`config.mk`:
```
export PLATFORM = sky130hd
export DESIGN_NAME = ivt_channel
export DESIGN_NICKNAME = d
export VERILOG_FILES = /design/src/rtl/ivt_pkg.sv /design/src/rtl/ivt_ctrl.sv /design/src/rtl/ivt_down.sv /design/src/rtl/ivt_flag.sv /design/src/rtl/ivt_channel.sv
export SDC_FILE = /design/constraint.sdc
export NUM_CORES = 1
export LEC_CHECK = 0
export ABC_CLOCK_PERIOD_IN_PS = 2500
export CORE_ASPECT_RATIO = 0.5
export CORE_MARGIN = 2
export CORE_UTILIZATION = 40
export CTS_CLUSTER_SIZE = 16
export DETAILED_ROUTE_END_ITERATION = 8
export GPL_TIMING_DRIVEN = 0
export HOLD_SLACK_MARGIN = 0.03
export MAX_ROUTING_LAYER = met4
export PLACE_DENSITY_LB_ADDON = 0.2
export SYNTH_ARGS = -nofsm -noshare
export SYNTH_HDL_FRONTEND = slang
export SYNTH_SLANG_ARGS = --single-unit
```
`constraint.sdc`:
```
create_clock -name clk -period 2.5 [get_ports clk]
set_input_delay 0.625 -clock clk [delete_from_list [all_inputs] [get_ports clk]]
set_output_delay 0.625 -clock clk [all_outputs]
set_load 0.05 [all_outputs]
```
`src/rtl/ivt_pkg.sv`:
```
// Package: shared widths and bit positions of the interval timer channel.
// Assumes a 32-bit register port; bit positions matter to software.
package ivt_pkg;
    parameter int unsigned DATA_W  = 32;
    parameter int unsigned CNT_W   = 29;
    parameter int unsigned EN_BIT  = 31;
    parameter int unsigned PER_BIT = 30;
    parameter int unsigned ACK_BIT = 30;

    typedef logic [CNT_W-1:0] cnt_t;

    typedef struct packed {
        logic enable;
        logic periodic;
        cnt_t preset;
    } ctrl_t;
endpackage

```
`src/rtl/ivt_ctrl.sv`:
```
// Module: control word store. It holds enable, periodic and preset.
// Assumes that load and stop never both act in one cycle (load wins).
module ivt_ctrl
    import ivt_pkg::*;
#(
    parameter int unsigned W = DATA_W
) (
    input  logic         clk,
    input  logic         rst_n,
    input  logic         load,
    input  logic [W-1:0] load_word,
    input  logic         oneshot_done,
    output ctrl_t        ctrl
);
    ctrl_t ctrl_q;

    // Capture a new control word, or drop enable after a oneshot expiry.
    always_ff @(posedge clk) begin
        if (!rst_n) begin
            ctrl_q <= '0;
        end else if (load) begin
            ctrl_q.enable   <= load_word[EN_BIT];
            ctrl_q.periodic <= load_word[PER_BIT];
            ctrl_q.preset   <= load_word[CNT_W-1:0];
        end else if (oneshot_done) begin
            ctrl_q.enable <= 1'b0;
        end
    end

    assign ctrl = ctrl_q;
endmodule

```
`src/rtl/ivt_down.sv`:
```
// Module: down-counter. It decrements on tick and flags expiry at zero.
// Assumes tick is a one-cycle strobe and load overrides tick.
module ivt_down
    import ivt_pkg::*;
#(
    parameter int unsigned N = CNT_W
) (
    input  logic         clk,
    input  logic         rst_n,
    input  logic         tick,
    input  logic         load,
    input  logic [N-1:0] load_val,
    input  logic         enable,
    input  logic         periodic,
    input  logic [N-1:0] preset,
    output logic [N-1:0] count,
    output logic         expire
);
    localparam logic [N-1:0] ZERO = '0;
    localparam logic [N-1:0] ONE  = {{(N-1){1'b0}}, 1'b1};

    logic [N-1:0] cnt_q;
    logic         step;

    // A tick counts only when enabled and not overridden by a load.
    always_comb begin
        step   = tick && enable && !load;
        expire = step && (cnt_q == ZERO);
    end

    // Load, reload, hold at zero or decrement the count.
    always_ff @(posedge clk) begin
        if (!rst_n) begin
            cnt_q <= ZERO;
        end else if (load) begin
            cnt_q <= load_val;
        end else if (step) begin
            if (cnt_q == ZERO) begin
                cnt_q <= periodic ? preset : ZERO;
            end else begin
                cnt_q <= cnt_q - ONE;
            end
        end
    end

    assign count = cnt_q;
endmodule

```
`src/rtl/ivt_flag.sv`:
```
// Module: pending interrupt flag. It is set by expiry and cleared by acknowledge.
// Assumes that a set wins over a clear in the same cycle.
module ivt_flag (
    input  logic clk,
    input  logic rst_n,
    input  logic set,
    input  logic clr,
    output logic pend
);
    logic pend_q;

    // Hold the level until acknowledged; a new event beats the acknowledge.
    always_ff @(posedge clk) begin
        if (!rst_n)   pend_q <= 1'b0;
        else if (set) pend_q <= 1'b1;
        else if (clr) pend_q <= 1'b0;
    end

    assign pend = pend_q;
endmodule

```
`src/rtl/ivt_channel.sv`:
```
// Module: top of one interval timer channel. It decodes the two words and wires
// the control store, the down-counter and the pending flag together.
// Assumes single-cycle write strobes; reads are combinational on addr.
module ivt_channel
    import ivt_pkg::*;
#(
    parameter int unsigned W = DATA_W,
    parameter int unsigned N = CNT_W
) (
    input  logic         clk,
    input  logic         rst_n,
    input  logic         tick,
    input  logic         wr_en,
    input  logic         addr,
    input  logic [W-1:0] wr_data,
    output logic [W-1:0] rd_data,
    output logic         irq
);
    localparam int unsigned PAD = W - N;

    logic         wr_ctrl;
    logic         wr_stat;
    logic         ack;
    ctrl_t        ctrl;
    logic [N-1:0] count;
    logic         expire;
    logic         pend;

    // Address decode for the two words.
    always_comb begin
        wr_ctrl = wr_en && !addr;
        wr_stat = wr_en && addr;
        ack     = wr_stat && wr_data[ACK_BIT];
    end

    ivt_ctrl #(.W(W)) u_ctrl (
        .clk          (clk),
        .rst_n        (rst_n),
        .load         (wr_ctrl),
        .load_word    (wr_data),
        .oneshot_done (expire && !ctrl.periodic),
        .ctrl         (ctrl)
    );

    ivt_down #(.N(N)) u_down (
        .clk      (clk),
        .rst_n    (rst_n),
        .tick     (tick),
        .load     (wr_ctrl),
        .load_val (wr_data[N-1:0]),
        .enable   (ctrl.enable),
        .periodic (ctrl.periodic),
        .preset   (ctrl.preset),
        .count    (count),
        .expire   (expire)
    );

    ivt_flag u_flag (
        .clk   (clk),
        .rst_n (rst_n),
        .set   (expire),
        .clr   (ack),
        .pend  (pend)
    );

    // Read mux; unused bits read zero.
    always_comb begin
        rd_data = '0;
        if (!addr) begin
            rd_data[N-1:0]   = ctrl.preset;
            rd_data[EN_BIT]  = ctrl.enable;
            rd_data[PER_BIT] = ctrl.periodic;
        end else begin
            rd_data[N-1:0]   = count;
            rd_data[ACK_BIT] = pend;
        end
    end

    assign irq = pend;

    logic unused_pad;
    assign unused_pad = (PAD == 0);
endmodule

```
# Yosys cells after proc, flatten, opt, wreduce, memory -nomap -nowiden
# Cells that the tools add are included.
word_totals:
  regBits: 61
  latch_bits: 0
  ram_bits: 0
  mem_bits_ro: 0
  input_bits: 37
  output_inout_bits: 33
  n_memories: 0
op_classes:
  addsub: 1
  n_mul: 0
  div_mod_pow: 0
  n_lt_le_gt_ge: 0
  n_eq_ne: 0
  shift: 0
  mux: 11
  bitwise: 0
  n_reduce_logical: 14
op_table:
  columns: ["cell", "count"]
  rows:
  - ["two-way mux 29 bit", 5]
  - ["zero test 29 bit", 1]
  - ["subtractor 29 x 1 -> 29 bit, second input constant", 1]
  - ["logical AND 1 bit", 7]
  - ["two-way mux 1 bit", 6]
  - ["nonzero test 2 bit", 3]
  - ["zero test 1 bit", 3]

# Logic depth before layout (Yosys ltp)
logic_depth:
  ltp_word: 8
  ltp_mapped: 10
  ltp_nobuf: 8

# Modules after synthesis
# From an unflattened synthesis, not the netlist that was laid out.
unflattened:
  hier_cells: 450
  hier_area_um2: 4129.0
by_module_without_submodules:
  columns: ["mod", "instances", "cells_per_inst", "area_each_um2", "seq_area_each_um2"]
  rows:
  - ["ivt_down", 1, 307, 2333.5, 580.6]
  - ["ivt_ctrl", 1, 100, 1212.4, 620.6]
  - ["ivt_channel", 1, 40, 541.8, 0.0]
  - ["ivt_flag", 1, 3, 41.3, 20.0]

# Worst setup path after synthesis
# Ideal clock, no wire load.
synth_path:
  path_type: "in2out"
  startpoint: "in addr"
  endpoint: "out rd_data[31]"
  t_arrival_ns: 1.730
  required_ns: 1.875
  slack_ns: 0.145
  cell_stages: 3
  path_cell_list: "clkbuf_1 clkbuf_1 nor2b_1"
synth_via:
  elab_chain_cells: 1
synth_lines:
  columns: ["element", "line_no", "source"]
  rows:
  - ["from (decl)", "ivt_channel.sv:14", "input logic addr,"]
  - ["two-way mux 1 bit", "ivt_channel.sv:69", "if (!addr) begin"]
  - ["to (decl)", "ivt_channel.sv:16", "output logic [W-1:0] rd_data,"]
# Every way passes these cells.

# Final worst setup path
layout_path:
  startpoint: "reg u_down.cnt_q[24], in the netlist u_down.count[24]"
  endpoint: "reg u_down.cnt_q[15], in the netlist u_down.count[15]"
layout_via:
  elab_chain_cells: 4
layout_lines:
  columns: ["element", "line_no", "source"]
  rows:
  - ["from (decl)", "ivt_down.sv:22", "logic [N-1:0] cnt_q;"]
  - ["from (signal assigned)", "ivt_down.sv:36", "cnt_q <= load_val;"]
  - ["from (signal assigned)", "ivt_down.sv:39", "cnt_q <= periodic ? preset : ZERO;"]
  - ["from (signal assigned)", "ivt_down.sv:41", "cnt_q <= cnt_q - ONE;"]
  - ["zero test 29 bit", "ivt_down.sv:38", "if (cnt_q == ZERO) begin"]
  - ["two-way mux 29 bit", "ivt_down.sv:38", null]
  - ["two-way mux 29 bit", "ivt_down.sv:37", "end else if (step) begin"]
  - ["two-way mux 29 bit", "ivt_down.sv:35", "end else if (load) begin"]
# Every way passes these cells. The select of a mux whose other input is x is not followed.
# A chain may end at the register's enable or synchronous reset.

==> impl_metrics.csv <==
group,metric,value,unit
outcome,outcome,"finished, final reports clean",
logic_synthesis,synth_seq_cells,61,
floorplan,core_area,8680,um2
layout,finalNetCount,571,
worst_hold_path,worstHoldPathCells,2,
timing,fmax,401,MHz
grt,antenna_found_initial,0,
timing,rsz0062_at_grt,"yes",
placed_design,dpl_cell_area,4360,um2
clock_tree,h-tree-depth,3,
placed_design,dp_cells,625,
drt,drc,0,
logic_synthesis,synthTopCellsByArea,"dfxtp_1 34%, nand2_1 10%, mux2_2 9.5%, a21oi_1 6.1%, a21boi_0 3.8%",
drt,drt-initial-drc-count,280,
logic_synthesis,synthDistinctLibCells,50,
power_and_ir_drop,irDropWorstVdd,413,uV
grt,grt_pass1_wl,18700,um
layout,finish.instance_area,4780,um2
placed_design,dp_hpwl,8110,um
logic_synthesis,synth_area,3550,um2
timing,finalHoldViolCount,0,
layout,fin_cells,654,
clock_tree,cts_tree,"built",
drt,first_pass_iters,5,
grt,grt.total_usage,26.3,%
logic_synthesis,syn_nets,480,
placed_design,dpl_worst_slack,-0.757,ns
logic_synthesis,synth_commonest_cells,"98 x nand2_1, 61 x dfxtp_1, 43 x a21oi_1",
timing,drv_slew,0,
power_and_ir_drop,p_leak,1.88,nW
clock_tree,clock_path_buffers,2,
layout,diodes,0,
setup_path,required,2.72,ns
logic_synthesis,synth_top_area_cell,"dfxtp_1",
layout,area_delta_synth_final,34.5,%
timing,fin_skew,0.00616,ns
floorplan,pin_count,70,
timing,setup_violations,0,
timing,layout_min_cycle_time,2.50,ns
timing,maxSlewHeadroom,51.8,%
clock_tree,clk_latency,0.34,ns
setup_path,crit_arrival,2.72,ns
setup_path,critPathLaunchType,"flop",
floorplan,die_h,70.6,um
logic_synthesis,synth_top_area_share,34.4,%
grt,first_global_vias,3489,
logic_synthesis,ys_warn_count,0,
clock_tree,clkTransAtPathRegs,0.05,ns
drt,routed_wl,11900,um
timing,fin_tns_setup,0,ns
timing,worstMarginPinSlew,0.723,ns
timing,min_period_over_period,99.8,%
drt,vias,3711,
clock_tree,numCtsBuffers,9,
drt,wl_per_cell,18.2,um
timing,holdWs,0.470,ns
placed_design,place.gp.congestion,0.938,
clock_tree,cts-root-buf,"clkbuf_16",
floorplan,rows,24,
grt,grt.overflow.total,0,
logic_synthesis,ys_seq_area_share,34.4,%
logic_synthesis,synth_edf_count,0,
layout,layout-drive-gt1-share,24.6,%
grt,grt_max_degree,11,
logic_synthesis,synthArstFlopShare,0,%
worst_hold_path,min-delay-path-class,"reg2reg",
logic_synthesis,synth_most_common_cell,"nand2_1",
floorplan,die_w,137,um
setup_path,cp-end-kind,"flop",
clock_tree,clock-sinks,61,
setup_path,crit_type,"reg2reg",
timing,fin_ws,0.00461,ns
power_and_ir_drop,power_density,671,nW/um2
run,drv_cap,0,
floorplan,initial_utilization,40.9,%
logic_synthesis,ys.flop_type,"dfxtp_1",
drt,drt-vias-per-instance,5.67,
setup_path,path_max_fanout,7,
floorplan,dieArea,9700,um2
placed_design,port_buffers,66,
setup_path,r2r_cells,7,
drt,ant_nets,0,
logic_synthesis,syn_inst,442,
logic_synthesis,syn_avg_cell_area,8.04,um2
## cell type report
cell class	instances	area (um2)
clock buffer	15	298
sequential	61	1220
buffer	34	211
timing repair buffer	81	684
fill	825	3900
multi-input combinational	342	2200
tap	117	146
inverter	4	15.0
## flip-flops by register name (all words and copies together), names as in the netlist
name,cells
u_down.count,29
u_flag.pend,1
u_ctrl.ctrl,31
## routing by layer
layer  routed length (um)  share of wire, %  global-route usage, %
met3                 1020               8.6                   6.31
met1                 5720                48                   37.7
met2                 4970                42                   36.2
met5                    0                 0                      -
met4                  162               1.4                   8.36
## final timing paths
path / startpoint / end / slack [ns]
max reg2reg: u_down.count[24] / u_down.count[15] / 0.005
max: u_down.count[24] / u_down.count[15] / 0.005
min reg2reg: u_ctrl.ctrl[21] / u_ctrl.ctrl[21] / 0.47
min: u_ctrl.ctrl[21] / u_ctrl.ctrl[21] / 0.47
## power by group
part / switching (mW) / internal (mW) / total (mW)
Sequential: 0.0768 / 1.04 / 1.11
Clock: 0.434 / 0.800 / 1.23
Combinational: 0.519 / 0.342 / 0.861
Total: 1.03 / 2.18 / 3.21
## logic make-up (layout without fill, tap and decap cells)
family          count (synthesis)  after routing  synth area share (%)
flops                          61             61                  34.4
buf+inv                        39            134                  5.53
other cells                     1              1                 0.106
xor+xnor                        8              8                  1.97
simple gates                  166            166                  22.0
mux                            30             30                  9.51
compound gates                136            136                  26.2
fa+ha+maj                       1              1                 0.352
## timing repair
| item | CTS | global route |
|---|---|---|
| setup endpoints to repair | 79 | 52 |
| resized for setup | 58 | 66 |
| gates cloned | 0 | 2 |
| endpoints found under the hold margin | 0 | 0 |
| setup buffers | 4 | 9 |
| hold buffers | 0 | 0 |
| pin swaps | 1 | 1 |
## cells in the final DEF (no fill, tap or decap), types with 4 or more instances in the layout
cell / Yosys / routed
nand2_1: 98 / 98
dfxtp_1: 61 / 58
a21oi_1: 43 / 43
clkdlybuf4s50_1: 0 / 35
mux2_2: 30 / 30
clkbuf_2: 0 / 24
o21ai_0: 25 / 24
a21boi_0: 18 / 18
clkbuf_1: 23 / 16
nor2_1: 16 / 16
buf_4: 4 / 15
nor3_1: 11 / 11
clkbuf_16: 0 / 9
a221oi_1: 9 / 8
clkdlybuf4s15_2: 0 / 8
nand3_1: 7 / 7
a221oi_2: 6 / 7
xor2_1: 6 / 6
o211ai_1: 6 / 6
buf_6: 3 / 5
nand4_1: 5 / 5
a211oi_1: 6 / 5
clkbuf_8: 0 / 5
buf_2: 1 / 4
nor4_1: 6 / 4
o31a_1: 4 / 4
a31oi_1: 4 / 4
## worst max-delay path, stage by stage, from the launching register on
cell and delay [ns]:
dfxtp_2 0.35, or4_4 0.56, or4_4 0.46, o31ai_4 0.34
buf_2 0.25, a21oi_1 0.08, a211oi_1 0.23, a21oi_1 0.10
## per-stage QoR
step,util [%],power [mW]
after floorplan,-,1.67
after global placement,50.2,1.93
after detailed placement,50.2,1.93
after CTS,54.2,3.17
after global routing,55.0,3.34
final,55.0,3.21
(Power assumes the default switching activity.)
